### config.mk
export PLATFORM = sky130hd
export DESIGN_NAME = midi_note_serializer
export DESIGN_NICKNAME = d
export VERILOG_FILES = /design/src/rtl/midi_ser_pkg.sv /design/src/rtl/midi_ser_baud.sv /design/src/rtl/midi_ser_frame.sv /design/src/rtl/midi_note_serializer.sv
export SDC_FILE = /design/constraint.sdc
export NUM_CORES = 1
export LEC_CHECK = 0
export BUFFER_PORTS_ARGS = -buffer_cell sky130_fd_sc_hd__buf_2
export CAP_MARGIN = 20
export CORE_MARGIN = 3
export CORE_UTILIZATION = 30
export CTS_CLUSTER_DIAMETER = 80
export DETAILED_ROUTE_END_ITERATION = 12
export PLACE_DENSITY = 0.56
export SLEW_MARGIN = 15
export SYNTH_ARGS = -nofsm -noshare
export SYNTH_HDL_FRONTEND = slang
export SYNTH_SLANG_ARGS = --single-unit
### constraint.sdc
create_clock -name clk -period 2.3 [get_ports clk]
set_input_delay 0.23 -clock clk [delete_from_list [all_inputs] [get_ports clk]]
set_output_delay 0.23 -clock clk [all_outputs]
set_load 0.02 [all_outputs]
### src/rtl/midi_ser_pkg.sv
package midi_ser_pkg;

    localparam int unsigned MSG_BYTES  = 3;
    localparam int unsigned BYTE_BITS  = 10;
    localparam int unsigned FRAME_BITS = MSG_BYTES * BYTE_BITS;

    localparam logic [3:0] NIB_NOTE_ON  = 4'h9;
    localparam logic [3:0] NIB_NOTE_OFF = 4'h8;

    function automatic int unsigned bit_div(input int unsigned clk_hz, input int unsigned baud);
        return (clk_hz + baud / 2) / baud;
    endfunction

endpackage

### src/rtl/midi_ser_baud.sv
module midi_ser_baud #(
    parameter int unsigned DIV = 6400
) (
    input  logic clk,
    input  logic rst_n,
    input  logic en,
    output logic tick
);
    generate
        if (DIV <= 1) begin : g_pass
            logic unused_ok;
            assign unused_ok = clk ^ rst_n;
            assign tick = en;
        end else begin : g_cnt
            localparam int unsigned CW = $clog2(DIV);
            localparam logic [CW-1:0] LAST = CW'(DIV - 1);
            logic [CW-1:0] cnt_d, cnt_q;

            always_comb begin
                tick  = en && (cnt_q == LAST);
                cnt_d = (!en || tick) ? '0 : cnt_q + 1'b1;
            end

            always_ff @(posedge clk or negedge rst_n) begin
                if (!rst_n) cnt_q <= '0;
                else        cnt_q <= cnt_d;
            end
        end
    endgenerate
endmodule

### src/rtl/midi_ser_frame.sv
module midi_ser_frame
    import midi_ser_pkg::*;
(
    input  logic [3:0]            chan,
    input  logic [7:0]            note,
    input  logic [7:0]            vel,
    input  logic                  on,
    output logic [FRAME_BITS-1:0] frame
);
    logic [7:0] msg_byte [MSG_BYTES];

    always_comb begin
        msg_byte[0] = {(on ? NIB_NOTE_ON : NIB_NOTE_OFF), chan};
        msg_byte[1] = note & 8'h7F;
        msg_byte[2] = vel & 8'h7F;
    end

    genvar gi;
    generate
        for (gi = 0; gi < MSG_BYTES; gi++) begin : g_byte
            assign frame[gi*BYTE_BITS +: BYTE_BITS] = {1'b1, msg_byte[gi], 1'b0};
        end
    endgenerate
endmodule

### src/rtl/midi_note_serializer.sv
module midi_note_serializer
    import midi_ser_pkg::*;
#(
    parameter int unsigned CLK_HZ = 200_000_000,
    parameter int unsigned BAUD   = 31250
) (
    input  logic       clk,
    input  logic       rst_n,
    input  logic       req_valid,
    output logic       req_ready,
    input  logic [3:0] req_chan,
    input  logic [7:0] req_note,
    input  logic [7:0] req_vel,
    input  logic       req_on,
    output logic       tx_out
);
    localparam int unsigned DIV = bit_div(CLK_HZ, BAUD);
    localparam int unsigned IW  = $clog2(FRAME_BITS);
    localparam logic [IW-1:0] LAST_IDX = IW'(FRAME_BITS - 1);

    typedef struct packed {
        logic                  busy;
        logic [FRAME_BITS-1:0] shift;
        logic [IW-1:0]         idx;
    } ser_st_t;

    ser_st_t st_d, st_q;
    logic [FRAME_BITS-1:0] frame_w;
    logic tick_w;

    midi_ser_frame u_frame (
        .chan  (req_chan),
        .note  (req_note),
        .vel   (req_vel),
        .on    (req_on),
        .frame (frame_w)
    );

    midi_ser_baud #(.DIV(DIV)) u_baud (
        .clk   (clk),
        .rst_n (rst_n),
        .en    (st_q.busy),
        .tick  (tick_w)
    );

    always_comb begin
        st_d = st_q;
        if (!st_q.busy) begin
            if (req_valid) begin
                st_d.busy  = 1'b1;
                st_d.shift = frame_w;
                st_d.idx   = '0;
            end
        end else if (tick_w) begin
            if (st_q.idx == LAST_IDX) begin
                st_d.busy = 1'b0;
            end else begin
                st_d.shift = st_q.shift >> 1;
                st_d.idx   = st_q.idx + 1'b1;
            end
        end
    end

    always_ff @(posedge clk or negedge rst_n) begin
        if (!rst_n) st_q <= '0;
        else        st_q <= st_d;
    end

    assign req_ready = !st_q.busy;
    assign tx_out    = st_q.busy ? st_q.shift[0] : 1'b1;
endmodule

# ---- Word-level counts from Yosys, hierarchy flattened
# Index checks and enable logic that the tools add are counted.
dict set report classes {
  n_mul 0
  n_eq_ne 4
  n_lt_le_gt_ge 0
  n_shift 0
  bitwise_logic 0
  n_div 0
  reduce_logical 5
  n_addsub 2
  n_mux 8
}
# cell n
set ops {}
lappend ops {{$mux W36} 3}
lappend ops {{$mux W35} 1}
lappend ops {{$add A13 B1 Y13 const B} 1}
lappend ops {{$eq A13 B13 Y1 const B} 1}
lappend ops {{$mux W13} 1}
lappend ops {{$add A5 B1 Y5 const B} 1}
lappend ops {{$eq A5 B5 Y1 const B} 1}
lappend ops {{$mux W1} 3}
lappend ops {{$reduce_and A3 Y1} 1}
lappend ops {{$ne A2 B1 Y1 const B} 1}
lappend ops {{$ne A2 B2 Y1 const B} 1}
lappend ops {{$reduce_bool A2 Y1} 1}
lappend ops {{$logic_and A1 B1 Y1} 1}
lappend ops {{$logic_not A1 Y1} 1}
lappend ops {{$logic_or A1 B1 Y1} 1}
dict set report word_totals {
  out_inout_bits 2
  mem_bits_ro 0
  latch_bits 0
  ramBits 0
  in_bits 24
  memories 0
  ff_bits 49
  elab_cells 23
}

# ---- Depth between registers and ports, before layout
# Gate-level depths: netlist of the first run.
dict set report logic_depth {
  ltp_word 4
  ltp_mapped 7
  ltp_nobuf 5
}

# ---- By module
# A second synthesis of the first run with hierarchy kept.
dict set report hier_totals {
  cells_unflattened 241
  hier_area_um2 2607.5
}
# mod n_inst seq_area_each_um2 area_per_inst_um2 cells_per_inst
set modules_own_cells {}
lappend modules_own_cells {midi_note_serializer 1 900.9 1691.6 140}
lappend modules_own_cells {midi_ser_baud 1 325.3 683.2 69}
lappend modules_own_cells {midi_ser_frame 1 0.0 232.7 32}

# ---- Worst setup path before layout of the first run
# No wires, ideal clock.
dict set report synth_timing {
  kind {reg2reg}
  startpoint {register u_baud.g_cnt.cnt_q[9]}
  endpoint {register st_q[17] (netlist bit)}
  stages_incl_launch_ff 6
  setup_time_ns 0.126
  path_buffers 1
  period_less_slack_ns 1.964
  arrival_ns 1.838
  setup_slack_ns 0.336
  t_required_ns 2.174
  cell_sequence {dfrtp_1 or4b_4 nor4_4 o21ai_2 buf_6 a221o_1}
}
dict set report synth_between {
  elab_chain_cells 4
}
# item line
set synth_lines {}
lappend synth_lines {{from (decl)} midi_ser_baud.sv:17} ;# logic [CW-1:0] cnt_d, cnt_q;
lappend synth_lines {{from (signal assigned)} midi_ser_baud.sv:26} ;# else cnt_q <= cnt_d;
lappend synth_lines {{$eq A13 B13 Y1} midi_ser_baud.sv:20} ;# tick = en && (cnt_q == LAST);
lappend synth_lines {{$logic_and A1 B1 Y1} midi_ser_baud.sv:20}
lappend synth_lines {{$ne A2 B1 Y1 (no source line)} n/a}
lappend synth_lines {{$reduce_and A3 Y1 (no source line)} n/a}
lappend synth_lines {{to (signal assigned)} midi_note_serializer.sv:66} ;# else st_q <= st_d;
lappend synth_lines {{to (decl)} midi_note_serializer.sv:27} ;# ser_st_t st_d, st_q;
# Every way passes these cells.
# A chain may end at the register's enable or synchronous reset.

# ---- Final worst setup path of the first run
dict set report layout_timing {
  startpoint {register u_baud.g_cnt.cnt_q[10]}
  endpoint {register st_q[22] (netlist bit)}
}
# Same word-level chain as after synthesis.

==> results of run 1 <==
==> registers in the layout, summed over array words and instances, names as in the netlist <==
register,flops
st_q,36
u_baud.g_cnt.cnt_q,13
==> worst register-to-register path: cells and delay by family (launching register included) <==
kind            cells  cell delay (ns)
simple gates        2             0.82
flops               1             0.44
compound gates      2             0.47
buf+inv             1             0.17
==> cell type report <==
cell class | count | share of cell area (%)
clock inverters | 3 | 0.9695
multi-input cells | 126 | 35.14
flip-flops and latches | 49 | 47.50
well taps | 96 | 4.653
clock buffers | 5 | 2.666
inverters | 7 | 1.018
repair buffers | 32 | 8.047
==> through the flow <==
step                setup WS (ns)  cells
finish                     0.2720    318
global route               0.1332    318
CTS                        0.2703    318
detailed placement         0.2732    310
global placement           0.2927    310
floorplan                  0.3362    193
==> power groups by stage <==
stage | clock [mW] | sequential (mW) | combinational, mW
floorplan | 0 | 0.881 | 0.00613
global placement | 0 | 0.881 | 0.0423
detailed placement | 0 | 0.881 | 0.0430
CTS | 0.559 | 0.864 | 0.0433
global route | 0.600 | 0.864 | 0.0481
finish | 0.534 | 0.864 | 0.0409
==> cells in the mapped netlist (2+ instances only) <==
| cell type | instances |
|---|---|
| dfrtp_1 | 49 |
| and3_1 | 22 |
| a221o_1 | 19 |
| nor2_1 | 16 |
| a22o_1 | 7 |
| inv_1 | 7 |
| nand4_1 | 7 |
| nand2_1 | 6 |
| nand3_1 | 6 |
| a21oi_1 | 5 |
| xnor2_1 | 5 |
| xor2_1 | 5 |
| clkbuf_1 | 4 |
| buf_6 | 3 |
| ha_1 | 3 |
| a2bb2oi_1 | 2 |
| buf_2 | 2 |
| buf_8 | 2 |
| nor3_1 | 2 |
| nor4_1 | 2 |
==> cells in the final DEF, fill, tap and decap left out, drive strengths merged, types with 2 or more instances in the layout <==
cell type / count
dfrtp: 49
buf: 32
and3: 22
a221o: 19
nor2: 16
inv: 9
nand4: 7
a22o: 7
nand2: 6
nand3: 6
xnor2: 5
xor2: 5
a21oi: 5
clkbuf: 5
ha: 3
nor4: 3
nor3: 3
a2bb2oi: 2
==> routing by layer <==
layer | GRT usage [%] | vias up
met5 | 0 | -
met4 | 4.084 | 0
met3 | 3.006 | 4
met2 | 17.40 | 27
met1 | 15.81 | 837
li1 | - | 785
==> cells by family (layout without fill, tap and decap cells) <==
group | count (synthesis) | count (layout) | synth area share, %
muxes | 1 | 1 | 0.5008
and+or+nand+nor | 71 | 71 | 18.25
xor gates and xnor gates | 10 | 10 | 3.895
adders and majority gates | 3 | 3 | 1.670
DFF | 49 | 49 | 54.54
AOI/OAI and AO/OA | 41 | 41 | 16.03
buffers and inverters | 18 | 47 | 5.120
==> worst max path at each step <==
| stage | start | cells after the start | slack, ns | endpoint |
|---|---|---|---|---|
| global route | u_baud.g_cnt.cnt_q[0] | 5 | 0.13 | u_baud.g_cnt.cnt_q[12] |
| CTS | u_baud.g_cnt.cnt_q[10] | 5 | 0.27 | st_q[6] |
| global placement | u_baud.g_cnt.cnt_q[10] | 5 | 0.29 | st_q[9] |
| floorplan | u_baud.g_cnt.cnt_q[9] | 5 | 0.34 | st_q[17] |
| finish | u_baud.g_cnt.cnt_q[10] | 5 | 0.27 | st_q[22] |
| detailed placement | u_baud.g_cnt.cnt_q[10] | 5 | 0.27 | st_q[31] |
==> summary.md, run 1 <==
Yosys mapped the design onto 39 distinct sky130hd cell types. In the final routing, the length of wire on met1 measures 2.291 mm. The maximum root-to-sink buffer count was 2; the worst ir drop on vdd was 0.2289 mV. The worst setup path is launched from a register. Counting flops with an async set or reset pin after synthesis yields a share of 100.0%. The number of cells on the worst reg-to-reg path is 5, and the count of hold buffers inserted by post-cts repair is 0. The fraction of the yosys area taken by sequential cells is 54.54%. The area of placed instances came out at 0.002487 mm^2. The tree is rooted in a clkbuf_8. The post-synthesis net count is 220. Count of final hold-check violations: 0. For this run, the top clock speed supported by timing is 493.1 MHz. Counting every instance in the synthesized netlist gives 193. The synthesized design contains 49 register bits.

The part of the total power dissipated in combinational logic was 2.8%; the count of buffers from port buffering was 23. After detailed routing, the number of vias per cell comes to 5.198. The run gives 0.002248 mm^2 as the post-synthesis cell area.

Internal power comes to 1.100 mW. The floorplan has 30 rows. For the sum of overflow across all layers after global routing, the log shows 0. Setup repair after global routing left no endpoint under its margin. Routability-driven placement finished with a final weighted congestion of 0.7758. Dividing total power by cell area gives a power density of 557.3 mW/mm^2.

Post-CTS repair changed the size of 0 cells. The worst slew slack as a fraction of its limit is 59.01%. The detailed router finished its first iteration with 112 violations.

The worst setup skew after layout is 0.01154 ns. In this run the critical register-to-register path is launched from u_baud.g_cnt.cnt_q[10]. The cell family contributing the most delay on the critical path is simple AND/OR/NAND/NOR gates. Detailed placement finished with a half-perimeter wire length of 2.900 mm.

Data on the critical path is required at its endpoint by 2.49 ns. For this run, the total global-route usage over all layers was measured as 11.49%. The run finished with clean final reports. The number of antenna violations at the first check in global routing was 0; the number of clock sinks seen by CTS was 49.

The logs give 0.002581 mm^2 for the final design instance area without fill and 0.007019 mm^2 for the area of the placeable core. For this design the total switching power over the nets is 0.3383 mW. The share of total power dissipated in the clock network is 37.1%. Setup total negative slack on the finished layout was measured at 0 ns.

The tools report the static leakage power as 1.259 nW. The total met3 wirelength after detailed routing is 158 um. For this run, design rule violations remaining after detail routing come to 0.

The number of synthesized flops with an enable pin is 0, and the maximum fanout along the worst path is 31. The count of nets left with antenna violations once routing finished came out at 0. At the pin with the least slew margin, the transition time is 0.6148 ns.

The vertical extent of the die is 92.57 um, and the area share of the largest cell type after synthesis is 54.54%. Net switching is 23.52% of the power. TritonCTS built the clock tree. Clock-pin slew was measured on the worst setup and hold paths at 0.10 ns. The filler cells instantiated in the layout total 694. The setup violation total in the final timing report came out at 0.

The die is 92.57 um wide. The multi-input combinational cells in the finished layout cover a total of 907.1 um^2. Entering global routing, the biggest net connects 50 pins. Worst path buffer plus inverter count: 1. For this block, the via count after detailed routing is 1,653. The flop-to-flop setup slack is 0.27 ns, and the sequential cell area in the final layout is 0.001226 mm^2. The number of antenna cells inserted is 0. On the worst path, the slowest cell contributes a delay of 0.54 ns. The average wire per standard cell came out at 14.45 um. The number of nets in the final layout is 248. The tools report the number of global-route vias before repair as 1,649. The number of synthesis warnings came out at 0. Before antenna repair, the detailed router went through 4 iterations. The tool flagged a number of max-cap violations equal to 0. The cell type with the largest total area after synthesis was dfrtp_1. Among all flip-flop cells after synthesis, the most frequent one is dfrtp_1. For this run, the share of the core covered by cells in the final layout is 36.77%.

Sequential cells burn 60.1% of the power. STA puts the critical path data arrival time at 2.21 ns. The final critical path time including I/O delays and setup is 2.028 ns. Startpoint-to-endpoint class of the critical path: register to register.

Once the floorplan was initialized, standard cells occupied 32.03% of the core. Post-CTS timing repair inserted 0 buffers for setup. The run gives 2 as the maximum level of the CTS H-tree.

The highest metal layer carrying signal wires in the routed design is met4. The final number of max-transition violations came out at 0. Compared with the post-synthesis result, the final layout area differs by 14.80%. The post-route netlist has 19.82% of its cells at a drive strength greater than 1.

The die covers 0.008569 mm^2. The first global-routing pass estimated 7.872 mm of wire. In this run the critical register-to-register path is captured at st_q[22]. The type of the tightest min-delay check was primary input to async pin. Overall power consumption after layout is estimated at 1.438 mW.

The signal on the critical path passes through or4b_4, nor4_4, o21ai_2, buf_12, a221o_1. Wires add up to 4.596 mm. The slowest stage of the critical path is the or4b_4 cell. Capturing element type of the critical path: a register. In the post-synthesis netlist, the biggest area contributors are dfrtp_1, a221o_1, and3_1, a22o_1, nor2_1.

The synthesized area per cell works out to 11.65 um^2. The clock reaches the later pin of the worst-skew pair after 0.30 ns. Across all hold checks on the routed design, the worst slack comes to 0.002005 ns.

For the number of ports placed on the die boundary, the log shows 26. The detailed-routed wire length on met2 was 2.086 mm; the number of buffers inserted during clock tree synthesis was 5. In the finished design, the share of the clock period the worst path needs comes to 88.17%.
(Power assumes the default switching activity.)
==> run 2: changes to the inputs <==
--- a/config.mk
+++ b/config.mk
@@ -11,6 +11,7 @@
 export CORE_UTILIZATION = 30
 export CTS_CLUSTER_DIAMETER = 80
 export DETAILED_ROUTE_END_ITERATION = 12
+export MAX_ROUTING_LAYER = met4
 export PLACE_DENSITY = 0.56
 export SLEW_MARGIN = 15
 export SYNTH_ARGS = -nofsm -noshare
==> summary.md, run 2 (synthesized netlist as in run 1, its figures left out) <==
The flow ran to the end, and the final reports show no timing, DRC or antenna violations. The startpoint-to-endpoint class of the critical path is register to register (unchanged). The period utilization is 88.31% (was 88.17%). The tools report the count of maximum capacitance violations as 0 (unchanged). Pin count of the biggest net entering global routing: 50 (unchanged). The highest-delay cell along the critical path is or4b_4 (unchanged).

The cell class contributing the biggest share of worst-path delay is simple AND/OR/NAND/NOR gates (unchanged). The setup slack after placement was 0.2732 ns (unchanged); the via total after detailed routing was 1,642 (was 1,653). The flip-flop count of the largest register after layout is 36 (unchanged).

The endpoint of the worst-slack reg-to-reg timing path was st_q[22] (unchanged). The number of optimization iterations in the first detailed-route pass was 4 (unchanged); the remaining design rule violation count was 0 (unchanged). For the flop-to-flop setup slack, the log shows 0.27 ns (about the same). Setup repair after global routing left no endpoint under its margin. For the global-route met3 utilization, the log shows 3.006% (unchanged).

The logs give 1,646 (was 1,649) for the number of global-route vias before repair and 17.34% (was 17.40%) for the met2 demand-to-capacity share in global routing. The run gives 0 (unchanged) as the sum of overflow across all layers after global routing. The type of the tightest min-delay check is primary input to async pin (unchanged). The logs give 1.440 mW (was 1.438 mW) for the overall power consumption and 26 (unchanged) for the number of ports placed on the die boundary. The run gives 1.259 nW (unchanged) as the static leakage power.

Post-CTS setup-driven buffer insertion count: 0 (unchanged). The maximum root-to-sink buffer count was 2 (unchanged); the setup violation total in the final timing report was 0 (unchanged). Crit path cell chain: or4b_4, nor4_4, o21ai_2, buf_12, a221o_1 (unchanged). The maximum fanout along the worst path came out at 31 (unchanged).

The logs give 0.01273 ns (was 0.01154 ns) for the worst setup skew after layout and 0 ns (unchanged) for the setup TNS after final layout. Top flop regs: st_q (36), u_baud.g_cnt.cnt_q (13) (unchanged). The final critical path time including I/O delays and setup works out to 2.031 ns (was 2.028 ns). The run gives 2.49 ns (about the same) as the worst path required time. The count of buffers from port buffering came out at 23 (unchanged). The logs give 2 (unchanged) for the maximum level of the CTS H-tree and 0 (unchanged) for the final number of max-transition violations. The number of antenna cells inserted was 0 (unchanged); the vertical extent of the die was 92.57 um (unchanged).

The wire length of the first global-routing pass is 7.872 mm (unchanged), and the sum of net half-perimeters after detailed placement is 2.900 mm (unchanged). The count of routing violations after the opening detailed-route iteration was 113 (was 112). The worst reg2reg path startpoint was u_baud.g_cnt.cnt_q[10] (unchanged).

The floorplan die width works out to 92.57 um (unchanged). For the sum of routed wire length over all layers, the log shows 4.597 mm (was 4.596 mm). Startpoint type of the worst setup path: a register (unchanged). The capturing element type of the critical path was a register (unchanged).

The run gives 0.2291 mV (was 0.2289 mV) as the worst ir drop on vdd. The tools report the standard-cell row count as 30 (unchanged). The delay of the slowest cell on the worst path works out to 0.54 ns (about the same). The tools report the number of nets in the final layout as 248 (unchanged). The worst-skew pair later-pin latency came out at 0.30 ns (about the same).

The clock root buffer master was clkbuf_8 (unchanged). The signed area change from the synthesized netlist to the final layout is 14.80% (unchanged). The worst path setup slack after routing was 0.2690 ns (was 0.2720 ns); the register clock-pin slew on the reported worst setup and hold paths was 0.10 ns (about the same). Area of the placeable core: 0.007019 mm^2 (unchanged).

The tools report the number of nets still failing antenna checks after routing as 0 (unchanged). The average wire per standard cell was 14.46 um (was 14.45 um); the count of final hold-check violations was 0 (unchanged). The power density over the cells is 557.7 mW/mm^2 (was 557.3 mW/mm^2). Fraction of layout instances using a drive strength above 1: 19.82% (unchanged). The logs give 0.7865 (was 0.7758) for the weighted congestion reported at the end of routability-driven placement and 492.4 MHz (was 493.1 MHz) for the achievable frequency.

The all-layer global routing usage is 11.79% (was 11.49%), and the global routing met1 resource utilization is 15.81% (unchanged). The routed via count divided by cell count is 5.164 (was 5.198). TritonCTS built the clock tree. The logs give 0 (unchanged) for the count of hold buffers inserted by post-cts repair and 0.008569 mm^2 (unchanged) for the floorplan die area.

The count of cells resized by post-cts repair came out at 0 (unchanged). The layout filler cell count is 694 (unchanged). The worst slew slack as a fraction of its limit was 58.90% (was 59.01%); the number of antenna violations at the first check in global routing was 0 (unchanged). The number of buffers inserted during clock tree synthesis was 5 (unchanged).

The slew of the pin with the lowest slew margin works out to 0.6166 ns (was 0.6148 ns). The most crowded layer after global routing was met2 (unchanged). The worst path buffer plus inverter count was 1 (unchanged). Commonest non-fill, non-tap cells in the layout: dfrtp_1, buf_2, and3_1 (unchanged). The number of cells on the worst reg-to-reg path is 5 (unchanged), and the starting density of the core is 32.03% (unchanged).

The register with the most flip-flops is st_q (unchanged). The run gives 36.77% (unchanged) as the final core utilization. The most common library cell in the layout ignoring fill and taps was dfrtp_1 (unchanged). The number of clock sinks seen by CTS was 49 (unchanged); the data arrival at the endpoint of the critical path was 2.22 ns (was 2.21 ns).
run 2: how the worst max path moves through the flow:
stage	startpoint	end	slack, ns	cells past startpoint
final	u_baud.g_cnt.cnt_q[10]	st_q[22]	0.27	5
after floorplan	u_baud.g_cnt.cnt_q[9]	st_q[17]	0.34	5
after CTS	u_baud.g_cnt.cnt_q[10]	st_q[6]	0.27	5
after global placement	u_baud.g_cnt.cnt_q[10]	st_q[9]	0.29	5
after global routing	u_baud.g_cnt.cnt_q[0]	u_baud.g_cnt.cnt_q[12]	0.13	5
after detailed placement	u_baud.g_cnt.cnt_q[10]	st_q[31]	0.27	5
run 2: final cells by class:
type | instances | area, um^2 | area share [%]
flip-flops and latches | 49 | 1226 | 47.50
multi-input cells | 126 | 907.1 | 35.14
repair buffers | 32 | 207.7 | 8.047
well taps | 96 | 120.1 | 4.653
clock buffers | 5 | 68.82 | 2.666
inverters | 7 | 26.28 | 1.018
clock inverters | 3 | 25.02 | 0.9695
run 2: layer usage:
metal,vias to the layer above,share of wire [%],routed length (um)
li1,783,-,-
met1,829,50,2311
met4,0,1.3,58
met5,-,0,0
met2,26,45,2076
met3,4,3.3,151
run 2: where the power goes:
group / internal, mW / leakage [nW] / total [mW] / switching, mW
Combinational: 0.0153 / 0.564 / 0.0409 / 0.0256
Sequential: 0.863 / 0.650 / 0.864 / 0.00122
Clock: 0.222 / 0.0452 / 0.535 / 0.313
run 2: worst reg2reg max path, delay by kind of cell (launching register included):
kind	cells	cell delay (ns)
AOI/OAI and AO/OA	2	0.48
buffers and inverters	1	0.17
DFF	1	0.44
and+or+nand+nor	2	0.82
run 2: through the flow:
stage                     instances  hold slack [ns]  instance area, um^2
after detailed placement        310           0.3766                 2487
after global placement          310           0.3770                 2487
after floorplan                 193         -0.06559                 2248
after CTS                       318          0.03965                 2581
final                           318         0.002257                 2581
after global routing            318          0.06449                 2581
